--- src/rtl/dacbank_pkg.sv ---
package dacbank_pkg;
  localparam int unsigned NUM_CH = 2;

  typedef enum logic {
    CH_A = 1'b0,
    CH_B = 1'b1
  } ch_e;

  function automatic logic [31:0] preset_code(input bit midscale, input int unsigned width);
    logic [31:0] v;
    v = '0;
    if (midscale) v[width-1] = 1'b1;
    return v;
  endfunction
endpackage

--- src/rtl/dacbank_sync.sv ---
module dacbank_sync #(
  parameter int unsigned W       = 1,
  parameter int unsigned STAGES  = 2,
  parameter logic [W-1:0] RST_VAL = '0
) (
  input  logic         clk,
  input  logic         rst_n,
  input  logic [W-1:0] d,
  output logic [W-1:0] q
);
  logic [W-1:0] stg_q [STAGES];
  logic [W-1:0] stg_d [STAGES];

  always_comb begin
    stg_d[0] = d;
    for (int i = 1; i < STAGES; i++) stg_d[i] = stg_q[i-1];
  end

  always_ff @(posedge clk or negedge rst_n) begin
    if (!rst_n) begin
      for (int i = 0; i < STAGES; i++) stg_q[i] <= RST_VAL;
    end else begin
      for (int i = 0; i < STAGES; i++) stg_q[i] <= stg_d[i];
    end
  end

  assign q = stg_q[STAGES-1];
endmodule

--- src/rtl/dacbank_ctrl.sv ---
module dacbank_ctrl
  import dacbank_pkg::*;
#(
  parameter int unsigned CODE_W = 16
) (
  input  logic              clk,
  input  logic              rst_n,
  input  logic              cs_n_s,
  input  logic              rw_s,
  input  logic              sel_s,
  input  logic              upd_s,
  input  logic              preset_s,
  input  logic [CODE_W-1:0] data_s,
  output logic [NUM_CH-1:0] wr_en,
  output logic [CODE_W-1:0] wr_data,
  output logic              load_evt,
  output logic              preset_evt,
  output logic              rd_oe
);
  logic              cs_prev_q, upd_prev_q, pre_prev_q;
  logic              hold_rw_q, hold_rw_d;
  logic              hold_sel_q, hold_sel_d;
  logic [CODE_W-1:0] hold_data_q, hold_data_d;
  logic              cs_release;
  logic              hold_en;

  assign cs_release = cs_n_s & ~cs_prev_q;
  assign hold_en    = ~cs_n_s;
  assign preset_evt = preset_s & ~pre_prev_q;
  assign load_evt   = upd_s & ~upd_prev_q;
  assign rd_oe      = ~cs_n_s & rw_s;
  assign wr_data    = hold_data_q;

  always_comb begin
    hold_rw_d   = hold_rw_q;
    hold_sel_d  = hold_sel_q;
    hold_data_d = hold_data_q;
    if (hold_en) begin
      hold_rw_d   = rw_s;
      hold_sel_d  = sel_s;
      hold_data_d = data_s;
    end
  end

  generate
    for (genvar c = 0; c < NUM_CH; c++) begin : g_wr
      assign wr_en[c] = cs_release & ~hold_rw_q & ~preset_evt & (hold_sel_q == c[0]);
    end
  endgenerate

  always_ff @(posedge clk or negedge rst_n) begin
    if (!rst_n) begin
      cs_prev_q   <= 1'b1;
      upd_prev_q  <= 1'b0;
      pre_prev_q  <= 1'b0;
      hold_rw_q   <= 1'b1;
      hold_sel_q  <= CH_A;
      hold_data_q <= '0;
    end else begin
      cs_prev_q   <= cs_n_s;
      upd_prev_q  <= upd_s;
      pre_prev_q  <= preset_s;
      hold_rw_q   <= hold_rw_d;
      hold_sel_q  <= hold_sel_d;
      hold_data_q <= hold_data_d;
    end
  end

  p_wr_on_release_r2: assert property (@(posedge clk) disable iff (!rst_n)
    (|wr_en) |-> (cs_n_s && !$past(cs_n_s)));
  p_one_channel_r2: assert property (@(posedge clk) disable iff (!rst_n)
    $onehot0(wr_en));
  p_read_no_write_r8: assert property (@(posedge clk) disable iff (!rst_n)
    (!cs_n_s && rw_s) |=> !(|wr_en));
endmodule

--- src/rtl/dacbank_chan.sv ---
module dacbank_chan #(
  parameter int unsigned     CODE_W   = 16,
  parameter logic [CODE_W-1:0] RST_CODE = '0
) (
  input  logic              clk,
  input  logic              rst_n,
  input  logic              wr_en,
  input  logic [CODE_W-1:0] wr_data,
  input  logic              load_evt,
  input  logic              preset_evt,
  output logic [CODE_W-1:0] stage_q,
  output logic [CODE_W-1:0] out_q
);
  logic [CODE_W-1:0] stage_d, out_d;
  logic              stage_en, out_en;

  assign stage_en = preset_evt | wr_en;
  assign out_en   = preset_evt | load_evt;

  always_comb begin
    stage_d = stage_q;
    out_d   = out_q;
    if (preset_evt) begin
      stage_d = RST_CODE;
      out_d   = RST_CODE;
    end else begin
      if (wr_en)    stage_d = wr_data;
      if (load_evt) out_d   = stage_q;
    end
  end

  always_ff @(posedge clk or negedge rst_n) begin
    if (!rst_n) begin
      stage_q <= RST_CODE;
      out_q   <= RST_CODE;
    end else begin
      if (stage_en) stage_q <= stage_d;
      if (out_en)   out_q   <= out_d;
    end
  end

  p_out_hold_r9: assert property (@(posedge clk) disable iff (!rst_n)
    (!load_evt && !preset_evt) |=> $stable(out_q));
  p_load_copy_r5: assert property (@(posedge clk) disable iff (!rst_n)
    (load_evt && !preset_evt) |=> (out_q == $past(stage_q)));
  p_preset_all_r6: assert property (@(posedge clk) disable iff (!rst_n)
    preset_evt |=> (out_q == RST_CODE && stage_q == RST_CODE));
  p_preset_wins_r7: assert property (@(posedge clk) disable iff (!rst_n)
    (preset_evt && load_evt) |=> (out_q == RST_CODE));
  p_stage_hold_r4: assert property (@(posedge clk) disable iff (!rst_n)
    (!wr_en && !preset_evt) |=> $stable(stage_q));
endmodule

--- src/rtl/dual_dac_regbank.sv ---
module dual_dac_regbank
  import dacbank_pkg::*;
#(
  parameter int unsigned CODE_W         = 16,
  parameter int unsigned SYNC_STAGES    = 2,
  parameter bit          RESET_MIDSCALE = 1'b1
) (
  input  logic              clk,
  input  logic              rst_n,
  input  logic              cs_n,
  input  logic              rw,
  input  logic              ch_sel,
  input  logic              upd_stb,
  input  logic              preset_stb,
  input  logic [CODE_W-1:0] data_in,
  output logic [CODE_W-1:0] data_out,
  output logic              data_oe,
  output logic [CODE_W-1:0] code_a,
  output logic [CODE_W-1:0] code_b
);
  localparam logic [31:0]       PRESET_FULL = preset_code(RESET_MIDSCALE, CODE_W);
  localparam logic [CODE_W-1:0] PRESET      = PRESET_FULL[CODE_W-1:0];
  localparam int unsigned       CTL_W       = 5;

  logic [1:0]        rst_pipe_q;
  logic              rst_n_int;
  logic [CTL_W-1:0]  ctl_raw, ctl_s;
  logic [CODE_W-1:0] data_s;
  logic              cs_n_s, rw_s, sel_s, upd_s, preset_s;
  logic [NUM_CH-1:0] wr_en;
  logic [CODE_W-1:0] wr_data;
  logic              load_evt, preset_evt, rd_oe;
  logic [CODE_W-1:0] stage_q [NUM_CH];
  logic [CODE_W-1:0] out_q   [NUM_CH];

  always_ff @(posedge clk or negedge rst_n) begin
    if (!rst_n) rst_pipe_q <= 2'b00;
    else        rst_pipe_q <= {rst_pipe_q[0], 1'b1};
  end
  assign rst_n_int = rst_pipe_q[1];

  assign ctl_raw = {cs_n, rw, ch_sel, upd_stb, preset_stb};

  dacbank_sync #(.W(CTL_W), .STAGES(SYNC_STAGES), .RST_VAL(5'b11000)) u_sync_ctl (
    .clk(clk), .rst_n(rst_n_int), .d(ctl_raw), .q(ctl_s));

  dacbank_sync #(.W(CODE_W), .STAGES(SYNC_STAGES), .RST_VAL('0)) u_sync_data (
    .clk(clk), .rst_n(rst_n_int), .d(data_in), .q(data_s));

  assign {cs_n_s, rw_s, sel_s, upd_s, preset_s} = ctl_s;

  dacbank_ctrl #(.CODE_W(CODE_W)) u_ctrl (
    .clk(clk), .rst_n(rst_n_int),
    .cs_n_s(cs_n_s), .rw_s(rw_s), .sel_s(sel_s), .upd_s(upd_s), .preset_s(preset_s),
    .data_s(data_s), .wr_en(wr_en), .wr_data(wr_data),
    .load_evt(load_evt), .preset_evt(preset_evt), .rd_oe(rd_oe));

  generate
    for (genvar c = 0; c < NUM_CH; c++) begin : g_ch
      dacbank_chan #(.CODE_W(CODE_W), .RST_CODE(PRESET)) u_chan (
        .clk(clk), .rst_n(rst_n_int),
        .wr_en(wr_en[c]), .wr_data(wr_data),
        .load_evt(load_evt), .preset_evt(preset_evt),
        .stage_q(stage_q[c]), .out_q(out_q[c]));
    end
  endgenerate

  assign data_oe  = rd_oe;
  assign data_out = rd_oe ? stage_q[sel_s] : '0;
  assign code_a   = out_q[CH_A];
  assign code_b   = out_q[CH_B];

  p_reset_code_r1: assert property (@(posedge clk)
    !rst_n_int |=> (!rst_n_int || (code_a == PRESET && code_b == PRESET)));
  p_oe_only_read_r3: assert property (@(posedge clk) disable iff (!rst_n_int)
    data_oe |-> (!cs_n_s && rw_s));
  p_joint_update_r5: assert property (@(posedge clk) disable iff (!rst_n_int)
    $changed(code_a) |-> ($past(load_evt) || $past(preset_evt)));
endmodule

--- config.mk ---
export PLATFORM = sky130hd
export DESIGN_NAME = dual_dac_regbank
export DESIGN_NICKNAME = d
export VERILOG_FILES = /design/src/rtl/dacbank_pkg.sv /design/src/rtl/dacbank_sync.sv /design/src/rtl/dacbank_ctrl.sv /design/src/rtl/dacbank_chan.sv /design/src/rtl/dual_dac_regbank.sv
export SDC_FILE = /design/constraint.sdc
export NUM_CORES = 1
export LEC_CHECK = 0
export BUFFER_PORTS_ARGS = -buffer_cell sky130_fd_sc_hd__buf_2
export CAP_MARGIN = 5
export CORE_ASPECT_RATIO = 0.9
export CORE_MARGIN = 10
export CORE_UTILIZATION = 42
export CTS_BUF_LIST = sky130_fd_sc_hd__clkbuf_2 sky130_fd_sc_hd__clkbuf_4 sky130_fd_sc_hd__clkbuf_8
export CTS_CLUSTER_SIZE = 24
export DETAILED_ROUTE_END_ITERATION = 16
export PLACE_DENSITY = 0.73
export RECOVER_POWER = 100
export SLEW_MARGIN = 20
export SYNTH_ARGS = -nofsm -noshare
export SYNTH_HDL_FRONTEND = slang
export SYNTH_SLANG_ARGS = --single-unit
export TNS_END_PERCENT = 30
--- constraint.sdc ---
create_clock -name clk -period 3.71 [get_ports clk]
set_clock_uncertainty 0.05 [all_clocks]
set_input_delay 0.1855 -clock clk [delete_from_list [all_inputs] [get_ports clk]]
set_output_delay 0.1855 -clock clk [all_outputs]
set_load 0.05 [all_outputs]
Word-level counts from Yosys, hierarchy flattened. Index checks and enable logic that the tools add are counted.

Word-level logic and storage cells: 53. Input bits: 23. Bits in registers: 129. Output and inout bits: 49.

Reduce and logical (&&, ||, !) cells: 6. Muxes and demuxes: 12. Magnitude comparators: 1. Bitwise gates (word level): 19.

Operators by type and width (number): 16-bit two-way mux (12); 1-bit AND (8); 1-bit inverter (7); 2-bit AND reduction (3); 2-bit nonzero test (3); 1-bit OR (3); 2-bit greater-or-equal comparator (second input constant) (1); 1-bit inverter with 2-bit output (1).

Logic depth before layout (Yosys ltp). Gate-level depths: netlist (run 1).

Depth after elaboration: 7. Depth in mapped cells: 6. Gate-level depth less buffers: 3.

Hierarchy. From an unflattened synthesis (run 1), not the netlist that was laid out.

Cells, all modules: 333. Area, all modules: 4870.9 sq um.

Modules (own cells, without submodules): dacbank_chan (sequential area each 803.3 sq um, instances 2, area each 1322.5 sq um, cells an instance 103); dacbank_ctrl (sequential area each 528.0 sq um, instances 1, area each 820.8 sq um, cells an instance 47); dacbank_sync at u_sync_data (sequential area each 800.8 sq um, instances 1, area each 800.8 sq um, cells an instance 32); dual_dac_regbank (sequential area each 50.0 sq um, instances 1, area each 349.1 sq um, cells an instance 38); dacbank_sync at u_sync_ctl (sequential area each 255.2 sq um, instances 1, area each 255.2 sq um, cells an instance 10).

Worst setup path after synthesis (run 1). OpenSTA, ideal clock, no wires.

Path type: flip-flop to output port. Start: reg u_sync_ctl.stg_q (netlist bit u_sync_ctl.q[3]). End: out data_out[10]. Slack: 1871 ps. Stages on the path, launching flop included: 5. Data required time: 3474 ps. Buffers on the path: 2. Data arrival time: 1603 ps. Cells stage by stage: dfstp_2 nand2b_1 clkbuf_1 clkbuf_1 nor2_1.

Cells in the longest elaborated chain, start to end: 2.

Ends and longest elaborated chain: start: declaration (line dacbank_sync.sv:11) `logic [W-1:0] stg_q [STAGES];`; 1-bit AND (line dacbank_ctrl.sv:31) `assign rd_oe = ~cs_n_s & rw_s;`; 16-bit two-way mux (line dual_dac_regbank.sv:69) `assign data_out = rd_oe ? stage_q[sel_s] : '0;`; end: declaration (line dual_dac_regbank.sv:16) `output logic [CODE_W-1:0] data_out,`.

Every way passes these cells.

Final worst setup path (run 1).
Start: reg u_sync_ctl.stg_q (netlist bit u_sync_ctl.q[4]). End: out data_out[6].

Cells in the longest elaborated chain, start to end: 3.

Ends and longest elaborated chain (line): 1-bit inverter; 1-bit AND (dacbank_ctrl.sv:31); 16-bit two-way mux (dual_dac_regbank.sv:69).

Every way passes these cells.

==> results of run 1 <==
==> sequential cells by signal, summed over array words and instances (netlist names), 2 cells and up <==
name,cells
u_sync_data.stg_d,16
g_ch.u_chan.stage_q,32
g_ch.u_chan.out_q,32
u_sync_ctl.stg_d,5
u_ctrl.wr_data,16
rst_pipe_q,2
u_sync_data.q,16
u_sync_ctl.q,5
==> final timing paths <==
check | cells after the start | start | slack, ps | endpoint
worst max-delay path | 3 | u_sync_ctl.q[4] | 700 | data_out[6]
worst min-delay path | 0 | u_sync_data.stg_d[15] | 300 | u_sync_data.q[15]
worst max register to register | 4 | u_sync_ctl.q[4] | 890 | g_ch[0].u_chan.stage_q[6]
worst min register to register | 0 | u_sync_data.stg_d[15] | 300 | u_sync_data.q[15]
max in group asynchronous | 0 | rst_pipe_q[1] | 1040 | g_ch[0].u_chan.out_q[9]
min in group asynchronous | 3 | rst_n | 550 | rst_pipe_q[1]
==> repair_timing <==
item                      in CTS  in global routing
gates resized for setup        0                  0
hold buffers                  23                  0
hold endpoints to repair      23                  0
==> kinds of logic after synthesis <==
kind of cell	share of synthesized area
mux	0.0844
buf+inv	0.0361
compound gates	0.101
simple gates	0.0790
other cells	0.000808
flops	0.698
==> cell usage in the layout (no fill, tap or decap), drive strengths merged <==
cell and instances:
dfrtp 119, clkbuf 77, a22o 30, nand3 30, o21ai 30, dlygate4sd3 23, buf 23, nand2 21
mux2i 20, mux2 17, nor2 16, dfstp 10, bufinv 3, nand2b 3, clkinv 2, inv 1
or4b 1, nand4bb 1, and2 1, nor2b 1, conb 1
==> final cells by class <==
cell class,count,area [um^2],area share
Multi-Input combinational cell,172,1190,0.213
Clock buffer,25,325,0.0583
Sequential cell,129,3240,0.581
Inverter,1,3.75,0.000672
Tap cell,133,166,0.0298
Clock inverter,5,100,0.0179
Timing Repair Buffer,98,558,0.100
==> routing by layer <==
metal | part of all wire | GRT usage | vias up | wire length (um)
met5 | 0 | 0 | - | 0
met1 | 0.48 | 0.156 | 1328 | 4220
met3 | 0.052 | 0.0427 | 15 | 457
met4 | 0.019 | 0.0625 | 0 | 164
li1 | - | - | 1332 | -
met2 | 0.45 | 0.173 | 63 | 4000
==> power groups by stage <==
stage,Sequential [mW],Clock (mW),Combinational [mW]
after floorplan,1.65,0,0.160
after global placement,1.61,0,0.273
after detailed placement,1.61,0,0.282
after CTS,1.59,1.28,0.301
after global routing,1.60,1.34,0.310
final,1.58,1.25,0.282
==> worst max-delay path: stages, from the launching register on <==
cell,delay [ps]
dfstp_1,1070
nand2b_1,770
nor2_1,170
clkbuf_1,340
==> out/metrics.cfg, run 1 <==
[clock_network]
numCtsBuffers = 17
htreeDepth = 4
cts-root-buf = clkbuf_8
clkLatencyLatePin_ps = 420
cts_tree = built
clk_pin_slew_ps = 70
post_cts_buffers = 0
clock_path_buffers = 2
clock_sinks = 129

[finish]
drive_above_1_share = 0.205
area_growth_pct = 20.3
antenna_cells = 0
postLayoutCoreUtil = 0.516
fillers = 942
final_nets = 442
fin_cells = 563
design_area_mm2 = 0.00558

[power_and_ir_drop]
clockPowerShare = 0.400
ir_drop_mv = 0.184
share_comb_of_total_power = 0.091
power.density_mw_per_mm2 = 557
power_mw = 3.11
p_int_mw = 2.37
swShare = 0.238
leakagePower_nw = 2.57
p_sw_mw = 0.739
sequentialPowerShare = 0.509

[timing]
rsz0062_at_grt = no
hold_violations = 0
setup_tns_ps = 0
fin_crit_ps = 3010
setup_viol = 0
timing.fmax_mhz = 332
fin_ws_ps = 697
slew_violations = 68
slew_headroom = -0.750
min_period_over_period = 0.812
fin_hold_ws_ps = 296
tightest_slew_ps = 2630

[detailed_routing]
vias_per_cell = 4.86
routed_wl_um = 8840
vias = 2738
drc = 0
wire_per_inst_um = 15.7
drt_iter0_markers = 233
ant_nets = 0
firstDrtPassIters = 4

[worst_setup_path]
arrival_ps = 2780
required_ps = 3470
path_class = flip-flop to output pin
cp-start-kind = flip-flop
end_kind = output pin
crit_path_max_fanout = 22

[synthesis]
synthCells = 327
synth_cell_types = 24
ys.flop_type = dfrtp_1
synthTopCellsByArea = dfrtp_1 64%, a22o_1 5.7%, dfstp_2 5.7%
synthArstFlopShare = 1.00
syn_avg_cell_area_um2 = 14.2
yosys.cell_count.top_type = dfrtp_1
mappedNetlistArea_mm2 = 0.00464
yosysTopAreaCellShare = 0.642
synth-edff-count = 0
ys_warn_count = 0
yosys-top-cells-count = 119 x dfrtp_1, 30 x a22o_1, 25 x nand3_1
syn_nets = 350
synth_top_area_cell = dfrtp_1
yosysSeqAreaShare = 0.698
yosys_register_bits = 129

[global_route]
grt-ovfl-total = 0
grt_antenna_before_repair = 0
grt_pass1_wl_um = 14800
grt_max_degree = 69
grt_use_total = 0.120
grt_pass1_vias = 2956

[placement]
place_area_mm2 = 0.00505
dp_hpwl_um = 5960
io_buffers = 71
placed_cells = 510
place_congestion = 0.774
pre_cts_slack_ps = 1480

[floorplanning]
core-area_mm2 = 0.0108
die-area_mm2 = 0.0157
ioPinCount = 72
placementRows = 36
die_x_um = 131
start_util = 0.429
die_h_um = 120

[run_status]
outcome = finished, violations left
violations = capacitance limit, slew limit

[run]
cap_violations = 1

[min_path]
hp-class = flip-flop to flip-flop

Power figures use the tool's default switching activity.
==> run 2: changes to the inputs <==
==> constraint.sdc (replaced) <==
create_clock -name clk -period 2.7 [get_ports clk]
set_clock_uncertainty 0.05 [all_clocks]
set_input_delay 0.135 -clock clk [delete_from_list [all_inputs] [get_ports clk]]
set_output_delay 0.135 -clock clk [all_outputs]
set_load 0.05 [all_outputs]
==> run 2 against run 1 <==
The flow still finishes with violations (capacitance limit, slew limit). Register-to-register slack worse by 380 ps. Clock-buffer cell count is 6 lower. Via count is 1.4% higher. Flip-flop and latch count stayed put. Sequential power is 36% higher. Worst setup slack worse by 230 ps. Final cell count is 1.2% higher. Combinational power is 46% higher. Critical endpoint is now data_out[8]. Highest routed layer unchanged.
==> out/metrics.cfg, run 2 (synthesis results as in run 1) <==
[floorplanning]
die-area_mm2 = 0.0157  ; unchanged
placementRows = 36  ; unchanged
start_util = 0.429  ; unchanged
die_h_um = 120  ; unchanged
die_x_um = 131  ; unchanged
core-area_mm2 = 0.0108  ; unchanged
ioPinCount = 72  ; unchanged

[timing]
fin_ws_ps = 471  ; -225 ps
slew_headroom = -0.0111  ; +0.739
fin_hold_ws_ps = 296  ; -0.111 ps
rsz0062_at_grt = no
timing.fmax_mhz = 449
hold_violations = 0  ; unchanged
setup_viol = 0  ; unchanged
tightest_slew_ps = 1520  ; -1110 ps
min_period_over_period = 0.825
slew_violations = 31  ; -54%
setup_tns_ps = 0  ; unchanged
fin_crit_ps = 2230

[worst_setup_path]
end_kind = output pin
reg2reg_slack_ps = 510  ; -380 ps
r2r_cells = 3  ; -1
crit_path_max_fanout = 21  ; -4.5%
r2r-start = u_sync_ctl.q[1]
required_ps = 2520  ; -950 ps
rr_endpoint = g_ch[1].u_chan.out_q[11]
path_class = flip-flop to output pin
cp-start-kind = flip-flop
arrival_ps = 2040  ; -740 ps

[finish]
final_nets = 447  ; +1.1%
top_regs = g_ch.u_chan.out_q: 32 flops, g_ch.u_chan.stage_q: 32 flops
antenna_cells = 0  ; unchanged
fin_cells = 570  ; +1.2%
fillers = 921  ; -2.2%
final_cell_mix = 119 x dfrtp_1, 50 x clkbuf_1, 30 x a22o_1
drive_above_1_share = 0.220  ; +0.0150
final_common_cell = dfrtp_1
area_growth_pct = 22.8

[clock_network]
cts-root-buf = clkbuf_8
clkLatencyLatePin_ps = 420  ; about the same
cts_tree = built
cts_resized = 0  ; unchanged
clk_pin_slew_ps = 70  ; about the same
htreeDepth = 4  ; unchanged
numCtsBuffers = 17  ; unchanged
clock_path_buffers = 2  ; unchanged
post_cts_buffers = 0  ; unchanged
clock_sinks = 129  ; unchanged
cts_hold_buf = 23  ; unchanged

[global_route]
grt_max_degree = 71  ; +2.9%
grt_use_total = 0.123  ; +0.00321
grt-ovfl-total = 0  ; unchanged
grt_pass1_vias = 2968  ; +0.41%
grt_antenna_before_repair = 0  ; unchanged
grt_pass1_wl_um = 15200  ; +2.1%

[placement]
placed_cells = 515  ; +0.98%
pre_cts_slack_ps = 878  ; -601 ps
place_congestion = 0.751  ; -3.0%
io_buffers = 71  ; unchanged
dp_hpwl_um = 6090  ; +2.3%

[power_and_ir_drop]
ir_drop_mv = 0.314  ; +71%
swShare = 0.236  ; -0.00194
sequentialPowerShare = 0.467  ; -0.042
clockPowerShare = 0.444  ; +0.044
share_comb_of_total_power = 0.089  ; -0.002
p_sw_mw = 1.09  ; +47%
p_int_mw = 3.53  ; +49%
leakagePower_nw = 2.62  ; +1.6%
power.density_mw_per_mm2 = 810  ; +45%

[detailed_routing]
drc = 0  ; unchanged
drt_iter0_markers = 279  ; +20%
routed_wl_um = 9140  ; +3.5%
vias = 2775  ; +1.4%
vias_per_cell = 4.87  ; +0.11%
firstDrtPassIters = 4  ; unchanged
ant_nets = 0  ; unchanged
wire_per_inst_um = 16.0  ; +2.2%

[min_path]
worstHoldStart = u_sync_ctl.stg_d[1]
whs_path_depth = 0  ; unchanged
hp-class = flip-flop to flip-flop
whs_endpoint = u_sync_ctl.q[1]

[run]
cap_violations = 1  ; unchanged

[run_status]
violations = capacitance limit, slew limit
outcome = finished, violations left

-- run 2: cell count changes in the layout (fill, tap and decap cells not counted), moves of 2 or more --
cell	before	now
buf_4	1	5
bufinv_16	3	7
clkbuf_1	52	50
clkbuf_2	0	2
clkbuf_4	3	1
clkbuf_8	22	18
clkinv_2	2	0
clkinv_4	0	2
clkinvlp_4	0	4
-- run 2: through the flow --
stage | total power [mW] | util | instance area [um^2]
after global placement | 2.59 | 0.470 | 5090
final | 4.61 | 0.527 | 5700
after detailed placement | 2.61 | 0.470 | 5090
after CTS | 4.69 | 0.539 | 5830
after global routing | 4.80 | 0.527 | 5700
after floorplan | 2.49 | - | 4640
-- run 2: worst max-delay path by stage --
stage,start,depth (start not counted),end,slack [ps]
6_report,u_sync_ctl.q[4],5,data_out[8],470
5_1_grt,u_sync_ctl.q[1],3,g_ch[1].u_chan.out_q[11],320
2_1_floorplan,rst_pipe_q[1],0,g_ch[0].u_chan.out_q[0],510
4_1_cts,u_sync_ctl.q[4],5,data_out[8],540
3_5_place_dp,u_sync_ctl.q[1],3,g_ch[1].u_chan.out_q[11],880
3_3_place_gp,u_sync_ctl.q[1],3,g_ch[0].u_chan.out_q[11],980
-- run 2: power groups by stage --
stage	sequential (mW)	clock, mW	combinational [mW]
floorplan	2.27	0	0.219
global placement	2.18	0	0.402
detailed placement	2.19	0	0.416
CTS	2.16	2.09	0.443
global route	2.17	2.18	0.453
finish	2.15	2.05	0.413
-- run 2: layer usage --
layer,part of all wire,global-route usage
met1,0.46,0.162
met2,0.46,0.180
met3,0.065,0.0427
met4,0.0097,0.0563
met5,0,0
-- run 2: critical path, stage by stage, from the launching register on --
cell,delay (ps)
dfstp_1,370
buf_4,210
nand2b_1,160
buf_4,210
nor2_1,180
clkbuf_1,490
-- run 2: cell type report --
| type | count | area, um^2 | area share |
|---|---|---|---|
| clock buffer | 19 | 255 | 0.0448 |
| clock inverter | 13 | 258 | 0.0452 |
| inverter | 1 | 3.75 | 0.000659 |
| multi-input combinational | 172 | 1180 | 0.207 |
| sequential | 129 | 3240 | 0.569 |
| tap | 133 | 166 | 0.0292 |
| timing repair buffer | 103 | 596 | 0.105 |
